===== src/rtl/pend_bank_pkg.sv =====
package pend_bank_pkg;

    // Word selected within a processor's page; only CLEAR and SET act on writes.
    typedef enum logic [1:0] {
        WSEL_NOP_LO = 2'd0,
        WSEL_CLEAR  = 2'd1,
        WSEL_SET    = 2'd2,
        WSEL_NOP_HI = 2'd3
    } word_sel_e;

    localparam int PAGE_SHIFT = 12;

endpackage


===== src/rtl/pend_bank_decode.sv =====
module pend_bank_decode
    import pend_bank_pkg::*;
#(
    parameter int NUM_CPUS = 4,
    parameter int ADDR_W   = 16,
    localparam int CPU_W   = $clog2(NUM_CPUS)
) (
    input  logic                bus_valid,
    input  logic                bus_write,
    input  logic [ADDR_W-1:0]   bus_addr,
    output logic [CPU_W-1:0]    cpu_idx,
    output logic [NUM_CPUS-1:0] cpu_sel,
    output logic                do_clear,
    output logic                do_set,
    output logic                do_read
);

    word_sel_e word_sel;
    logic      addr_unused;

    assign cpu_idx  = bus_addr[PAGE_SHIFT +: CPU_W];
    assign word_sel = word_sel_e'(bus_addr[3:2]);

    assign do_read  = bus_valid && !bus_write;
    assign do_clear = bus_valid && bus_write && (word_sel == WSEL_CLEAR);
    assign do_set   = bus_valid && bus_write && (word_sel == WSEL_SET);

    for (genvar i = 0; i < NUM_CPUS; i++) begin : g_sel
        assign cpu_sel[i] = (cpu_idx == CPU_W'(i));
    end

    // Bits outside the page index and word index play no part in decoding.
    if (ADDR_W > PAGE_SHIFT + CPU_W) begin : g_hi
        assign addr_unused = ^{bus_addr[ADDR_W-1:PAGE_SHIFT+CPU_W],
                               bus_addr[PAGE_SHIFT-1:4], bus_addr[1:0]};
    end else begin : g_nohi
        assign addr_unused = ^{bus_addr[PAGE_SHIFT-1:4], bus_addr[1:0]};
    end

endmodule


===== src/rtl/pend_bank_slot.sv =====
module pend_bank_slot #(
    parameter int DATA_W  = 32,
    localparam int LVL_W  = $clog2(DATA_W)
) (
    input  logic [DATA_W-1:0] cur,
    input  logic              clr_en,
    input  logic              set_en,
    input  logic [DATA_W-1:0] wdata,
    input  logic              hw_en,
    input  logic              hw_set,
    input  logic [LVL_W-1:0]  hw_level,
    output logic [DATA_W-1:0] nxt
);

    // Bus update first, hardware update last (hardware wins on its bit).
    always_comb begin
        nxt = cur;
        if (clr_en) begin
            nxt = nxt & ~wdata;
        end
        if (set_en) begin
            nxt = nxt | wdata;
        end
        if (hw_en) begin
            nxt[hw_level] = hw_set;
        end
    end

endmodule


===== src/rtl/pend_bank.sv =====
module pend_bank
    import pend_bank_pkg::*;
#(
    parameter int NUM_CPUS = 4,
    parameter int ADDR_W   = 16,
    parameter int DATA_W   = 32,
    localparam int CPU_W   = $clog2(NUM_CPUS),
    localparam int LVL_W   = $clog2(DATA_W)
) (
    input  logic              clk,
    input  logic              rst_n,
    input  logic              bus_valid,
    input  logic              bus_write,
    input  logic [ADDR_W-1:0] bus_addr,
    input  logic [DATA_W-1:0] bus_wdata,
    output logic [DATA_W-1:0] bus_rdata,
    input  logic              hw_valid,
    input  logic              hw_assert,
    input  logic [LVL_W-1:0]  hw_level,
    input  logic [CPU_W-1:0]  target_cpu
);

    typedef struct packed {
        logic [NUM_CPUS-1:0][DATA_W-1:0] pend;
        logic [DATA_W-1:0]               rdata;
    } state_t;

    state_t state_d, state_q;

    logic [CPU_W-1:0]                cpu_idx;
    logic [NUM_CPUS-1:0]             cpu_sel;
    logic                            do_clear;
    logic                            do_set;
    logic                            do_read;
    logic [NUM_CPUS-1:0][DATA_W-1:0] slot_nxt;
    logic [NUM_CPUS-1:0][DATA_W-1:0] pend_vec;

    pend_bank_decode #(
        .NUM_CPUS (NUM_CPUS),
        .ADDR_W   (ADDR_W)
    ) u_decode (
        .bus_valid (bus_valid),
        .bus_write (bus_write),
        .bus_addr  (bus_addr),
        .cpu_idx   (cpu_idx),
        .cpu_sel   (cpu_sel),
        .do_clear  (do_clear),
        .do_set    (do_set),
        .do_read   (do_read)
    );

    for (genvar i = 0; i < NUM_CPUS; i++) begin : g_slot
        pend_bank_slot #(
            .DATA_W (DATA_W)
        ) u_slot (
            .cur      (state_q.pend[i]),
            .clr_en   (do_clear && cpu_sel[i]),
            .set_en   (do_set && cpu_sel[i]),
            .wdata    (bus_wdata),
            .hw_en    (hw_valid && (target_cpu == CPU_W'(i))),
            .hw_set   (hw_assert),
            .hw_level (hw_level),
            .nxt      (slot_nxt[i])
        );
    end

    always_comb begin
        state_d = state_q;
        for (int i = 0; i < NUM_CPUS; i++) begin
            state_d.pend[i] = slot_nxt[i];
        end
        if (do_read) begin
            state_d.rdata = state_q.pend[cpu_idx];
        end
    end

    always_ff @(posedge clk or negedge rst_n) begin
        if (!rst_n) begin
            state_q <= '0;
        end else begin
            state_q <= state_d;
        end
    end

    assign bus_rdata = state_q.rdata;
    assign pend_vec  = state_q.pend;

endmodule


===== config.mk =====
export PLATFORM = sky130hd
export DESIGN_NAME = pend_bank
export DESIGN_NICKNAME = d
export VERILOG_FILES = /design/src/rtl/pend_bank_pkg.sv /design/src/rtl/pend_bank_decode.sv /design/src/rtl/pend_bank_slot.sv /design/src/rtl/pend_bank.sv
export SDC_FILE = /design/constraint.sdc
export NUM_CORES = 1
export LEC_CHECK = 0
export BUFFER_PORTS_ARGS = -buffer_cell sky130_fd_sc_hd__buf_2
export CORE_MARGIN = 2
export CORE_UTILIZATION = 60
export CTS_CLUSTER_DIAMETER = 50
export DETAILED_ROUTE_END_ITERATION = 6
export HOLD_SLACK_MARGIN = 0.03
export PLACE_DENSITY = 0.81
export SLEW_MARGIN = 5
export SYNTH_ARGS = -nofsm -noshare
export SYNTH_HDL_FRONTEND = slang
export SYNTH_SLANG_ARGS = --single-unit

===== constraint.sdc =====
create_clock -name clk -period 1.5 [get_ports clk]
set_input_delay 0.15 -clock clk [delete_from_list [all_inputs] [get_ports clk]]
set_output_delay 0.15 -clock clk [all_outputs]
set_load 0.005 [all_outputs]

== Word-level counts from Yosys, hierarchy flattened ==
Index checks and enable logic that the tools add are counted.
Operators by class
  magnitude comparators: 3
  equal/unequal tests: 8
  mux-type cells: 20
  bitwise operators: 9
  reductions and logical operators: 20
Operators by type and width (count)
  32-bit 2-to-1 mux: 13
  32-bit bitwise AND: 4
  32-bit bitwise mux: 4
  32-bit OR: 4
  32-bit binary-select mux with 2-bit select: 1
  32-bit inverter: 1
  1-bit logical AND: 17
  2-bit equality test (second input constant): 5
  2-bit by 1-bit equality test with 1-bit output (second input constant): 3
  5-bit by 6-bit less-than comparator with 1-bit output (second input constant): 1
  1-bit demux with 5-bit select: 1
  5-bit by 1-bit greater-or-equal comparator with 1-bit output (second input constant): 1
  2-bit zero test: 2
  2-bit by 3-bit less-than comparator with 1-bit output (second input constant): 1
  1-bit zero test: 1
  1-bit 2-to-1 mux: 1
Word-level totals
  bits in registers: 160
  input bits: 61
  output and inout bits: 32

== Depth between registers and ports, before layout ==
  word-level depth: 8
  gate-level depth with buffers: 7

== Modules after synthesis ==
Synthesis repeated with hierarchy kept, for this count alone.
Second synthesis, totals
  cells, all modules: 904
  area total of the unflattened synthesis: 9519.1 um^2
Modules (own cells, without submodules)
  pend_bank: instances 1, cells an instance 319, area each 5557.8 um^2
  pend_bank_slot: instances 4, cells an instance 144, area each 973.4 um^2
  pend_bank_decode: instances 1, cells an instance 9, area each 67.6 um^2

== Worst setup path before layout ==
OpenSTA, ideal clock, no wires.
  path type: input to register
  start point: in bus_addr[12]
  end point: reg state_q (netlist bit bus_rdata[30])
  setup time: 0.125 ns
  data arrival time: 1.191 ns
  slack: 0.184 ns
  cell stages on the path: 4
  buffers on the path: 2
  path through: buf_6 -> buf_6 -> mux4_2 -> mux2_2
Between the ends
  longest elaborated chain between the ends: 2
Ends and longest elaborated chain
  from (decl): line pend_bank.sv:14  | input logic [ADDR_W-1:0] bus_addr,
  32-bit binary-select mux with 2-bit select: line pend_bank.sv:73  | state_d.rdata = state_q.pend[cpu_idx];
  32-bit 2-to-1 mux (implied by the code): line pend_bank.sv:73
  to (signal assigned): line pend_bank.sv:81  | state_q <= state_d;
  to (decl): line pend_bank.sv:28  | state_t state_d, state_q;
Every way passes these cells. The select of a mux whose other input is x is not followed.
A chain may end at the register's enable or synchronous reset.

== Worst setup path in the final report ==
  start point: in hw_level[1]
  end point: reg state_q (netlist bit pend_vec[45])
Between the ends
  longest elaborated chain between the ends: 6
Ends and longest elaborated chain
  from (decl): line pend_bank.sv:19  | input logic [LVL_W-1:0] hw_level,
  5-bit by 6-bit less-than comparator with 1-bit output (implied by the code) / 5-bit by 1-bit greater-or-equal comparator with 1-bit output (equally long branches): line pend_bank_slot.sv:25  | nxt[hw_level] = hw_set;
  1-bit logical AND (implied by the code): line pend_bank_slot.sv:25
  1-bit 2-to-1 mux (implied by the code): line pend_bank_slot.sv:25
  1-bit demux with 5-bit select *
  32-bit bitwise mux *: line pend_bank_slot.sv:25
  32-bit 2-to-1 mux *: line pend_bank_slot.sv:24  | if (hw_en) begin
  net g_slot[1].u_slot.nxt[13]: line pend_bank_slot.sv:12  | output logic [DATA_W-1:0] nxt
Mark *: on every way through the listed nets, which the timed path passes. The rest lies on a longest branch.

==> flow_metrics.tcl <==
set metrics [dict create \
    r2r_start "pend_vec[114]" \
    fin_crit_ns 1.38 \
    clock_latency_ns 0.43 \
    rsz0062_at_grt "no" \
    clock_power_share_pct 32.4 \
    drc 4 \
    max-slew-margin-rel_pct 51.7 \
    num_rows 46 \
    synthCells 1043 \
    cts_tree "yes" \
    design.die.area_um2 17100 \
    synth_fp_nets 1104 \
    overflow 0 \
    critical_path_class "in2reg" \
    grt_pass1_wl_um 46000 \
    switching_share_pct 28.6 \
    synth_top_area_share_pct 41.5 \
    avgSynthCellArea_um2 9.25 \
    p_int_uw 10200 \
    yosys.area_share.adder_pct 0 \
    die_x_um 131 \
    path_clk_slew_ns 0.07 \
    antenna_cells 0 \
    p_seq_share_pct 43.5 \
    irDropWorstVdd_mv 0.896 \
    path_max_fanout 8 \
    core_area_um2 15800 \
    min_path_type "in2async" \
    net-switching-power_uw 4070 \
    leakagePower_uw 0.00471 \
    fin_cells 1334 \
    ys.warnings.count 0 \
    comb_power_share_pct 24.1 \
    synth-async-reset-ratio_pct 100 \
    grt_util_all_layers_pct 35.3 \
    grt_max_degree 68 \
    clockRootBuffer "clkbuf_16" \
    r2r-end "bus_rdata[18]" \
    drive_gt1_share_pct 27.0 \
    cts.sinks 160 \
    multi_input_area_um2 4880 \
    failed_checks "DRC" \
    drt_iter0_markers 1331 \
    synth_top_family_by_area "simple AND/OR/NAND/NOR gates" \
    die_h_um 131 \
    muxShareOfSynthArea_pct 12.0 \
    synth-simple-area-share_pct 20.5 \
    port_buffers 80 \
    synth_top_flop_cell "dfrtp_1" \
    vias_per_cell 6.78 \
    ys_types 40 \
    dr.pass1.iters 7 \
    detail_route.wl_per_cell_um 21.7 \
    synth-edff-count 0 \
    critPathArrivalTime_ns 1.69 \
    antenna_found_initial 0 \
    slew_violations 0 \
    dp_cells 1301 \
    globalplace.congestion 0.938 \
    final_nets 1166 \
    vias 9051 \
    synthXorXnorAreaFrac_pct 0 \
    syn-cell-area_um2 9650 \
    synthTopCellsByCount "dfrtp_1, nand3_1, a21oi_1" \
    setup_viol 0 \
    cts_setup_buffers 0 \
    nFillCells 1148 \
    finClkSkew_ns 0.0104 \
    reg2reg_depth 2 \
    synth-seq-cells 160 \
    fmax_mhz 723 \
    cp-start-kind "input port" \
    wirelength_um 29000 \
    ys_seq_area_share_pct 41.5 \
    seq_area_um2 4000 \
    first_global_vias 8875 \
    period_share_pct 92.2 \
    dpl.hpwl_um 19400 \
    htreeDepth 4 \
    finalHoldViolCount 0 \
    yosysMostFrequentCell "dfrtp_1" \
    whs_ns 0.115 \
    cp_data_required_time_ns 1.81 \
    initial_utilization_pct 61.0 \
    cap_violations 0 \
    power.density_nw_per_um2 1260 \
    worst_pin_slew_ns 0.715 \
    synth_area_leader_cell "dfrtp_1" \
    status "finished with violations" \
    numCtsBuffers 17 \
    pin_count 93 \
    synth_compound_area_share_pct 17.8 \
    syn_to_final_growth_pct 17.1 \
    cts_buffer_depth 2 \
    ant_nets 0 \
    synth_area_leaders "dfrtp_1, a22oi_1, mux4_2" \
    end_kind "flop" \
    regToRegSetupSlack_ns 0.21 \
]
-- flip-flops by register name (all words and copies together), names as in the netlist --
name,cells
pend_vec,128
bus_rdata,32
-- worst max-delay path by stage --
stage	from	to	slack (ns)	depth (start not counted)
after floorplan	bus_addr[12]	bus_rdata[30]	0.18	4
after global placement	hw_level[1]	pend_vec[53]	-0.19	7
after detailed placement	hw_level[1]	pend_vec[45]	-0.18	7
after CTS	hw_level[1]	pend_vec[45]	0.21	7
after global routing	hw_level[1]	pend_vec[29]	0.09	7
final	hw_level[1]	pend_vec[45]	0.12	7
-- placed cells by master, fill, tap and decap left out, drive strengths merged --
cell type / netlist / routed
a211oi: 5 / 5
a21oi: 117 / 117
a221oi: 11 / 11
a222oi: 4 / 4
a22o: 8 / 8
a22oi: 101 / 101
a2bb2oi: 1 / 1
a31oi: 17 / 17
a32oi: 2 / 2
and2: 8 / 8
and2b: 3 / 3
and4: 2 / 2
and4b: 7 / 7
buf: 102 / 178
bufinv: 0 / 4
clkbuf: 34 / 18
clkinv: 0 / 6
clkinvlp: 0 / 4
dfrtp: 160 / 160
dlygate4sd3: 0 / 1
inv: 17 / 17
mux2: 39 / 39
mux4: 32 / 32
nand2: 84 / 84
nand2b: 3 / 3
nand3: 119 / 119
nand4: 18 / 18
nand4b: 2 / 2
nand4bb: 1 / 1
nor2: 97 / 97
nor2b: 9 / 9
nor3: 26 / 26
nor3b: 1 / 1
nor4b: 2 / 2
nor4bb: 7 / 7
or2: 3 / 3
or4b: 1 / 1
-- power by group through the flow --
stage	clock network, uW	logic [uW]	registers [uW]
floorplan	0	2300	6080
finish	4620	3440	6200
detailed placement	0	3410	6240
CTS	4650	3430	6180
global placement	0	3290	6190
global route	4840	3780	6330
-- cell families (layout without fill, tap and decap cells) --
kind of cell           after synthesis  in the layout
AO/OA/AOI/OAI                      266            266
buffers and inverters              153            228
multiplexers                        71             71
AND/OR/NAND/NOR                    393            393
flip-flops                         160            160
-- area by class of cell --
| type | instances | share of cell area (%) |
|---|---|---|
| Inverter | 17 | 0.565 |
| Sequential cell | 160 | 35.4 |
| Timing Repair Buffer | 179 | 12.9 |
| Tap cell | 216 | 2.39 |
| Clock buffer | 18 | 3.80 |
| Clock inverter | 14 | 1.69 |
| Multi-Input combinational cell | 730 | 43.2 |
-- routing by layer --
metal | routed length (um) | GRT usage (%)
met1 | 10900 | 46.1
met3 | 3120 | 7.90
met5 | 0 | 0
met4 | 1110 | 15.3
met2 | 13800 | 57.1
-- through the flow --
stage | TNS (ns) | power (uW) | worst slack, ns | util, % | cell area, um2
2_1_floorplan | 0 | 8380 | 0.184 | - | 9650
3_3_place_gp | -1.24 | 9480 | -0.189 | 67.4 | 10700
3_5_place_dp | -1.25 | 9650 | -0.179 | 67.4 | 10700
4_1_cts | 0 | 14300 | 0.210 | 71.4 | 11300
5_1_grt | 0 | 14900 | 0.0919 | 71.4 | 11300
6_report | 0 | 14300 | 0.117 | 71.4 | 11300
-- critical path, stage by stage --
cell and delay (ns):
buf_2 0.15, buf_4 0.17, nor4bb_1 0.63, buf_4 0.31, nand2_1 0.09, nor2_1 0.12
a21oi_1 0.05
-- what timing repair did --
action	in CTS	in global routing
gates resized for setup	0	0
hold buffers	1	0
endpoints found under the hold margin	160	0
Note: power is estimated with default switching activity, not from simulation.
